### src/rtl/spi_regif_pkg.sv
package spi_regif_pkg;
  typedef enum logic [1:0] {
    MODE_IDLE = 2'd0,
    MODE_REG  = 2'd1,
    MODE_DL   = 2'd2
  } regif_mode_e;
endpackage

### src/rtl/spi_regif_sync.sv
// Brings the three serial inputs into the system clock domain and
// derives one-cycle pulses for serial clock edges.
module spi_regif_sync #(
  parameter int N_STG = 2
) (
  input  logic clk,
  input  logic rst_n,
  input  logic sclk_i,
  input  logic csn_i,
  input  logic mosi_i,
  output logic sclk_rise,
  output logic sclk_fall,
  output logic csn_s,
  output logic mosi_s
);
  logic [N_STG:0]   sclk_pipe;
  logic [N_STG-1:0] csn_pipe;
  logic [N_STG-1:0] mosi_pipe;

  always_ff @(posedge clk or negedge rst_n) begin
    if (!rst_n) begin
      sclk_pipe <= '0;
      csn_pipe  <= '1;
      mosi_pipe <= '0;
    end else begin
      sclk_pipe <= {sclk_pipe[N_STG-1:0], sclk_i};
      csn_pipe  <= {csn_pipe[N_STG-2:0], csn_i};
      mosi_pipe <= {mosi_pipe[N_STG-2:0], mosi_i};
    end
  end

  // mosi and select are taken from the same stage as the edge decision
  assign sclk_rise = sclk_pipe[N_STG-1] & ~sclk_pipe[N_STG];
  assign sclk_fall = ~sclk_pipe[N_STG-1] & sclk_pipe[N_STG];
  assign csn_s     = csn_pipe[N_STG-1];
  assign mosi_s    = mosi_pipe[N_STG-1];
endmodule

### src/rtl/spi_regif_bank.sv
// Byte-wide register bank: one write port, one addressed read port and a
// fixed tap that forms the download base address.
module spi_regif_bank #(
  parameter int          REG_AW  = 7,
  parameter int          DATA_W  = 8,
  parameter int          MEM_AW  = 16,
  parameter logic [6:0]  BASE_LO = 7'h7D,
  parameter logic [6:0]  BASE_HI = 7'h7E
) (
  input  logic              clk,
  input  logic              rst_n,
  input  logic              we,
  input  logic [REG_AW-1:0] addr,
  input  logic [DATA_W-1:0] wdata,
  output logic [DATA_W-1:0] rdata,
  output logic [MEM_AW-1:0] base
);
  localparam int N_REG = 1 << REG_AW;

  logic [DATA_W-1:0]   regs [N_REG];
  logic [2*DATA_W-1:0] base_full;

  always_ff @(posedge clk or negedge rst_n) begin
    if (!rst_n) begin
      for (int i = 0; i < N_REG; i++) regs[i] <= '0;
    end else if (we) begin
      regs[addr] <= wdata;
    end
  end

  assign rdata     = regs[addr];
  assign base_full = {regs[REG_AW'(BASE_HI)], regs[REG_AW'(BASE_LO)]};
  assign base      = base_full[MEM_AW-1:0];
endmodule

### src/rtl/spi_regif_frame.sv
// Frame decoder: counts serial edges, assembles address and data, commits
// writes on the last edge, shifts read data out on falling edges and
// tracks the interface mode.
module spi_regif_frame
  import spi_regif_pkg::*;
#(
  parameter int         REG_AW   = 7,
  parameter int         DATA_W   = 8,
  parameter logic [6:0] ENTRY_AD = 7'h7F,
  localparam int        FRAME_N  = REG_AW + 1 + DATA_W,
  localparam int        CNT_W    = $clog2(FRAME_N)
) (
  input  logic              clk,
  input  logic              rst_n,
  input  logic              sclk_rise,
  input  logic              sclk_fall,
  input  logic              csn_s,
  input  logic              mosi_s,
  input  logic [DATA_W-1:0] rd_byte,
  output logic [REG_AW-1:0] reg_addr,
  output logic              reg_we,
  output logic [DATA_W-1:0] reg_wdata,
  output logic              dl_enter,
  output regif_mode_e       mode,
  output logic [CNT_W-1:0]  bit_cnt,
  output logic              miso,
  output logic              rd_act
);
  localparam logic [CNT_W-1:0] RW_POS   = CNT_W'(REG_AW);
  localparam logic [CNT_W-1:0] LAST_POS = CNT_W'(FRAME_N - 1);

  logic [REG_AW-1:0] addr_sr;
  logic [DATA_W-2:0] dat_sr;
  logic [DATA_W-1:0] rd_sr;
  logic              rw_q;
  logic              reg_edge;

  assign reg_edge  = sclk_rise && !csn_s && (mode != MODE_DL);
  assign reg_addr  = addr_sr;
  assign reg_wdata = {mosi_s, dat_sr};
  assign reg_we    = reg_edge && (bit_cnt == LAST_POS) && !rw_q;
  assign dl_enter  = reg_we && (addr_sr == REG_AW'(ENTRY_AD)) && reg_wdata[0];

  always_ff @(posedge clk or negedge rst_n) begin
    if (!rst_n) begin
      mode    <= MODE_IDLE;
      bit_cnt <= '0;
      addr_sr <= '0;
      dat_sr  <= '0;
      rd_sr   <= '0;
      rw_q    <= 1'b0;
      miso    <= 1'b0;
      rd_act  <= 1'b0;
    end else if (csn_s) begin
      mode    <= MODE_IDLE;
      bit_cnt <= '0;
      rw_q    <= 1'b0;
      rd_act  <= 1'b0;
    end else begin
      if (mode == MODE_IDLE) mode <= MODE_REG;
      if (reg_edge) begin
        bit_cnt <= (bit_cnt == LAST_POS) ? '0 : bit_cnt + 1'b1;
        if (bit_cnt < RW_POS) begin
          addr_sr <= {mosi_s, addr_sr[REG_AW-1:1]};
        end else if (bit_cnt == RW_POS) begin
          rw_q <= mosi_s;
          if (mosi_s) rd_sr <= rd_byte;
        end else if (bit_cnt != LAST_POS) begin
          dat_sr <= {mosi_s, dat_sr[DATA_W-2:1]};
        end
        if (bit_cnt == LAST_POS) begin
          rw_q   <= 1'b0;
          rd_act <= 1'b0;
          if (dl_enter) mode <= MODE_DL;
        end
      end
      if (sclk_fall && rw_q && (bit_cnt > RW_POS)) begin
        miso   <= rd_sr[0];
        rd_sr  <= rd_sr >> 1;
        rd_act <= 1'b1;
      end
    end
  end
endmodule

### src/rtl/spi_regif_dl.sv
// Download path: assembles bytes and offers them on a valid/ready stream
// with an incrementing memory address.
module spi_regif_dl #(
  parameter int  DATA_W = 8,
  parameter int  MEM_AW = 16,
  localparam int BCNT_W = $clog2(DATA_W)
) (
  input  logic              clk,
  input  logic              rst_n,
  input  logic              active,
  input  logic              enter,
  input  logic [MEM_AW-1:0] base,
  input  logic              sclk_rise,
  input  logic              mosi_s,
  input  logic              ready,
  output logic              valid,
  output logic [DATA_W-1:0] data,
  output logic [MEM_AW-1:0] addr
);
  localparam logic [BCNT_W-1:0] BYTE_LAST = BCNT_W'(DATA_W - 1);

  logic [DATA_W-2:0] byte_sr;
  logic [BCNT_W-1:0] bcnt;
  logic [MEM_AW-1:0] ptr;
  logic              byte_done;
  logic              take;

  assign byte_done = active && sclk_rise && (bcnt == BYTE_LAST);
  assign take      = valid && ready;

  always_ff @(posedge clk or negedge rst_n) begin
    if (!rst_n) begin
      byte_sr <= '0;
      bcnt    <= '0;
      ptr     <= '0;
      valid   <= 1'b0;
      data    <= '0;
      addr    <= '0;
    end else begin
      if (take) valid <= 1'b0;
      if (enter) begin
        ptr  <= base;
        bcnt <= '0;
      end else if (!active) begin
        bcnt <= '0;
      end else if (sclk_rise) begin
        bcnt <= (bcnt == BYTE_LAST) ? '0 : bcnt + 1'b1;
        if (bcnt != BYTE_LAST) byte_sr <= {mosi_s, byte_sr[DATA_W-2:1]};
      end
      if (byte_done) begin
        ptr <= ptr + 1'b1;
        if (!valid || take) begin
          valid <= 1'b1;
          data  <= {mosi_s, byte_sr};
          addr  <= ptr;
        end
      end
    end
  end
endmodule

### src/rtl/spi_regif.sv
module spi_regif
  import spi_regif_pkg::*;
#(
  parameter int         REG_AW   = 7,
  parameter int         DATA_W   = 8,
  parameter int         MEM_AW   = 16,
  parameter int         N_STG    = 2,
  parameter logic [6:0] ENTRY_AD = 7'h7F,
  parameter logic [6:0] BASE_LO  = 7'h7D,
  parameter logic [6:0] BASE_HI  = 7'h7E,
  localparam int        CNT_W    = $clog2(REG_AW + 1 + DATA_W)
) (
  input  logic              clk,
  input  logic              rst_n,
  input  logic              sclk_i,
  input  logic              csn_i,
  input  logic              mosi_i,
  output logic              miso_o,
  output logic              miso_oe_o,
  output logic              dl_valid_o,
  input  logic              dl_ready_i,
  output logic [DATA_W-1:0] dl_data_o,
  output logic [MEM_AW-1:0] dl_addr_o
);
  logic              sclk_rise, sclk_fall, csn_s, mosi_s;
  logic [REG_AW-1:0] reg_addr;
  logic              reg_we;
  logic [DATA_W-1:0] reg_wdata, rd_byte;
  logic [MEM_AW-1:0] base;
  logic              dl_enter;
  regif_mode_e       mode;
  logic [CNT_W-1:0]  bit_cnt;
  logic              rd_act;

  spi_regif_sync #(.N_STG(N_STG)) u_sync (
    .clk(clk), .rst_n(rst_n), .sclk_i(sclk_i), .csn_i(csn_i), .mosi_i(mosi_i),
    .sclk_rise(sclk_rise), .sclk_fall(sclk_fall), .csn_s(csn_s), .mosi_s(mosi_s)
  );

  spi_regif_frame #(.REG_AW(REG_AW), .DATA_W(DATA_W), .ENTRY_AD(ENTRY_AD)) u_frame (
    .clk(clk), .rst_n(rst_n), .sclk_rise(sclk_rise), .sclk_fall(sclk_fall),
    .csn_s(csn_s), .mosi_s(mosi_s), .rd_byte(rd_byte), .reg_addr(reg_addr),
    .reg_we(reg_we), .reg_wdata(reg_wdata), .dl_enter(dl_enter), .mode(mode),
    .bit_cnt(bit_cnt), .miso(miso_o), .rd_act(rd_act)
  );

  spi_regif_bank #(.REG_AW(REG_AW), .DATA_W(DATA_W), .MEM_AW(MEM_AW),
                   .BASE_LO(BASE_LO), .BASE_HI(BASE_HI)) u_bank (
    .clk(clk), .rst_n(rst_n), .we(reg_we), .addr(reg_addr), .wdata(reg_wdata),
    .rdata(rd_byte), .base(base)
  );

  spi_regif_dl #(.DATA_W(DATA_W), .MEM_AW(MEM_AW)) u_dl (
    .clk(clk), .rst_n(rst_n), .active((mode == MODE_DL) && !csn_s),
    .enter(dl_enter), .base(base), .sclk_rise(sclk_rise), .mosi_s(mosi_s),
    .ready(dl_ready_i), .valid(dl_valid_o), .data(dl_data_o), .addr(dl_addr_o)
  );

  // pad enable released directly by the raw select so the line frees at once
  assign miso_oe_o = rd_act && !csn_i;
endmodule

### config.mk
export PLATFORM = sky130hd
export DESIGN_NAME = spi_regif
export DESIGN_NICKNAME = d
export VERILOG_FILES = /design/src/rtl/spi_regif_pkg.sv /design/src/rtl/spi_regif_sync.sv /design/src/rtl/spi_regif_bank.sv /design/src/rtl/spi_regif_frame.sv /design/src/rtl/spi_regif_dl.sv /design/src/rtl/spi_regif.sv
export SDC_FILE = /design/constraint.sdc
export NUM_CORES = 2
export LEC_CHECK = 0
export BUFFER_PORTS_ARGS = -buffer_cell sky130_fd_sc_hd__buf_2
export CAP_MARGIN = 20
export CELL_PAD_IN_SITES_DETAIL_PLACEMENT = 0
export CELL_PAD_IN_SITES_GLOBAL_PLACEMENT = 1
export CORE_MARGIN = 8
export CORE_UTILIZATION = 53
export CTS_CLUSTER_SIZE = 14
export DETAILED_ROUTE_END_ITERATION = 10
export PLACE_DENSITY_LB_ADDON = 0.1
export SLEW_MARGIN = 20
export SYNTH_ARGS = -nofsm -noshare
export SYNTH_HDL_FRONTEND = slang
export SYNTH_HIERARCHICAL = 1
export SYNTH_SLANG_ARGS = --single-unit
### constraint.sdc
create_clock -name clk -period 3.6 [get_ports clk]
set_clock_uncertainty 0.2 [all_clocks]
set_input_delay 0 -clock clk [delete_from_list [all_inputs] [get_ports clk]]
set_output_delay 0 -clock clk [all_outputs]
set_load 0.005 [all_outputs]
==> summary.txt <==
Logic synthesis
  – Count of unique library cells instantiated by Yosys: 81
  – Post-synth top area share: 0.548
  – Largest family of logic cells by synthesized area: multiplexers
  – Dominant synthesized flop cell: dfrtp_1
  – Yosys reg bits: between 1000 and 1500
  – Synth Area in Adders: 0.000986
  – Dominant cell type by area after synthesis: dfrtp_1
  – Most frequent cells after synthesis: dfrtp_1 (1111), mux2_2 (1099), clkbuf_1 (218)
  – Post-Syn Instances: 3876
  – Count leader, synth: dfrtp_1
  – Compound-Gate Fraction of Synth Area: 0.0985
  – Synthesized area: 50800 sq um
  – Post-synthesis sequential area ratio: 0.549
  – EDFF count, synth: 0
  – Ys Warns: 6
  – Post-Synth Simple-Gate Area: 0.0443
  – Post-synth ARST share: 1.00
  – Synth area leaders: dfrtp_1 (55%), mux2_2 (24%), mux2i_1 (2.5%)
  – Xor/xnor cell area share of the yosys netlist: 0.000173
  – Syn avg cell area: between 10 and 15 sq um
  – Post-Syn Nets: 3886
  – Post-synthesis mux area share: 0.279

Final layout
  – Layout cells sized above 1: 0.427
  – Sequential Area: 27900 sq um
  – Cell Count, Final, Fillers Out: 5461
  – Nets: roughly 4100
  – Footprint of the multi-input gates: 21600 sq um
  – Fill cells: 7422
  – Area Overhead vs Synth: 16.1%

Clock network
  – Clock Path Buffers: 3
  – Skew-Pair Late Insertion Delay: 730 ps
  – CTS Buf Count: 117
  – TritonCTS clock tree: built
  – Clock root cell: clkbuf_16
  – H-tree levels: 3
  – Clk sinks: 1113
  – Clock Pin Slew Worst Setup and Hold Paths: approximately 70 ps

STA
  – Final Max Slew Viols: 0
  – Rel. slew slack: 0.210
  – Unrepaired setup endpoints after global routing: true
  – Final min period: 3580 ps
  – Final setup violation count: 0
  – Final period util: 0.994
  – Worst-Margin Slew: 1180 ps
  – Fin Setup TNS: 0 ps
  – Final WS setup: 20.2 ps
  – F_max: roughly 280 MHz
  – Final Hold Fails: 0

Placed design
  – Placed Cells incl. Taps: 5224
  – DP HPWL: 116000 um
  – PortBufs: 32
  – DP Worst Slack: -151 ps
  – Gpl congestion: between 0.9 and 1

Floorplan
  – Core outline area: roughly 95000 sq um
  – DIE AREA: 106000 sq um
  – Core Rows: roughly 110
  – I/O Pins: 33
  – Initial Util: 0.534
  – Die X: 325 um
  – DIE HEIGHT: 325 um

Detailed routing
  – Drt wl/cell: 32.1 um
  – DRC: 0
  – Routed wire length: between 150000 and 200000 um
  – DR vias/cell: approximately 6.6
  – Initial drt markers: 4003
  – Detail Route Antenna Nets: 0
  – Drt pass-1 iters: 8
  – DR vias: 36300

Worst setup path
  – Setup crit end kind: flip-flop
  – Worst path required time: 4010 ps
  – Arr. time, crit path: 3990 ps
  – Startpoint Class: flip-flop
  – WS Path Type: flip-flop to flip-flop
  – Crit Path Max Fanout: 26

Power and ir drop
  – Power per cell area: 606 nW/um^2
  – Pleak: between 20 and 30 nW
  – Max VDD drop: 0.497 mV
  – Cell Int Power: 23.3 mW
  – Seq pwr share: 0.355
  – Psw: between 10 and 15 mW
  – Clk pwr share: 0.353
  – Comb power frac: 0.292
  – Sw frac: 0.347

Global route
  – Grt total ovfl: 0
  – Overall global routing resource usage: 0.325
  – Initial antenna violation count: 6
  – Largest net degree at the start of global routing: 133
  – Number of global-route vias before repair: 37000
  – Global-route wire length before repair: 260000 um

Job
  – Max-cap check violation count: 0

Run status
  – Status: finished clean

Hold path
  – Min-delay worst type: flip-flop to flip-flop
[stage by stage]
step | util | instance area (sq um) | power, mW | hold WS, ps
final | 0.620 | 58900 | 35.7 | 154
after global routing | 0.620 | 58900 | 36.7 | 165
after CTS | 0.619 | 58800 | 35.5 | 158
after detailed placement | 0.575 | 54600 | 22.9 | -82.7
after global placement | 0.575 | 54600 | 22.8 | -89.2
after floorplan | - | 50800 | 17.3 | -496
[flip-flops by register name, indices dropped and copies added (netlist names), 2 cells and up]
register	cells
u_frame/bit_cnt	4
u_frame/mode	2
u_dl/byte_sr	7
u_dl/bcnt	3
u_sync/sclk_pipe	3
u_sync/mosi_pipe	2
u_bank/base	16
u_frame/rd_sr	8
u_dl/ptr	16
u_sync/csn_pipe	2
u_frame/reg_addr	7
u_bank/regs	1008
u_frame/dat_sr	7
u_dl/data	8
u_dl/addr	16
[worst max-delay path, stage by stage, from the launching register on]
cell	delay (ps)
dfrtp_4	510
clkinv_2	150
buf_12	210
buf_4	200
buf_4	150
a221oi_1	360
nor2_1	90
a21oi_1	320
o22ai_1	140
a2111oi_1	730
nand4_1	170
nand2_1	100
o21ai_0	90
[kinds of logic (layout without fill, tap and decap cells)]
| group | after synthesis | in the layout |
|---|---|---|
| other cells | 0 | 3 |
| simple gates | 482 | 482 |
| compound gates | 688 | 688 |
| flops | 1113 | 1113 |
| mux | 1251 | 1251 |
| xor+xnor | 1 | 1 |
| fa+ha+maj | 4 | 4 |
| buf+inv | 337 | 654 |
[layer usage]
metal  track usage  routed length, um
met1         0.455              73900
met2         0.493              78600
met3        0.0724              14800
met4         0.126               7750
met5             0                  0
[path summary, 6_finish.rpt]
path / start / end / slack [ps] / depth (start not counted)
min reg2reg: u_sync/csn_pipe[0] / u_sync/csn_pipe[1] / 150 / 0
max reg2reg: u_frame/reg_addr[2] / u_frame/rd_sr[7] / 20 / 12
max in group asynchronous: rst_n / u_bank/regs[719] / 2000 / 4
max: u_frame/reg_addr[2] / u_frame/rd_sr[7] / 20 / 12
min: u_sync/csn_pipe[0] / u_sync/csn_pipe[1] / 150 / 0
min in group asynchronous: rst_n / u_bank/regs[280] / 560 / 4
[layout by cell type, fill, tap and decap left out, types with 8 or more instances in the layout]
master,Yosys,layout
mux4_2,18,18
nor2_1,171,170
clkbuf_16,0,118
clkbuf_1,218,28
dlygate4sd3_1,0,10
dfrtp_1,1111,1100
mux2i_1,127,127
a22o_1,24,24
a222oi_1,31,31
bufinv_16,0,11
clkbuf_8,0,29
buf_4,27,332
inv_1,9,8
o21ai_0,75,75
dfrtp_4,0,11
o211ai_1,11,11
a22oi_1,103,102
clkinv_2,0,23
buf_12,0,46
or3_1,9,9
a31oi_1,11,11
a211oi_1,13,13
a21o_1,28,28
nor3_1,30,30
o22ai_1,58,56
nand4_1,21,21
mux2_2,1099,1099
o221ai_1,23,23
nand2_1,133,133
nor2b_1,15,10
a221oi_1,134,130
nand2b_1,17,17
buf_2,45,31
nand3_1,35,34
a21oi_1,117,117
[repair_timing]
item,CTS,global route
hold endpoints to repair,988,0
setup buffers,0,2
gates resized for setup,6,11
pin swaps,0,2
endpoints found under the setup margin,96,5
gates cloned,0,0
hold buffers,11,0
[layout make-up]
class / count / share of cell area
Sequential cell: 1113 / 0.473
Multi-Input combinational cell: 2426 / 0.367
Timing Repair Buffer: 422 / 0.0635
Clock buffer: 175 / 0.0587
Tap cell: 1265 / 0.0269
Clock inverter: 46 / 0.0102
Inverter: 11 / 0.000743
Antenna cell: 3 / 0.000127
[power by group through the flow]
stage	registers [mW]	clock network, mW	logic, mW
global route	12.7	13.3	10.7
detailed placement	12.9	0	9.96
global placement	12.9	0	9.95
finish	12.7	12.6	10.4
CTS	12.7	12.8	10.0
floorplan	12.8	0	4.45
Note: power is estimated with default switching activity, not from simulation.
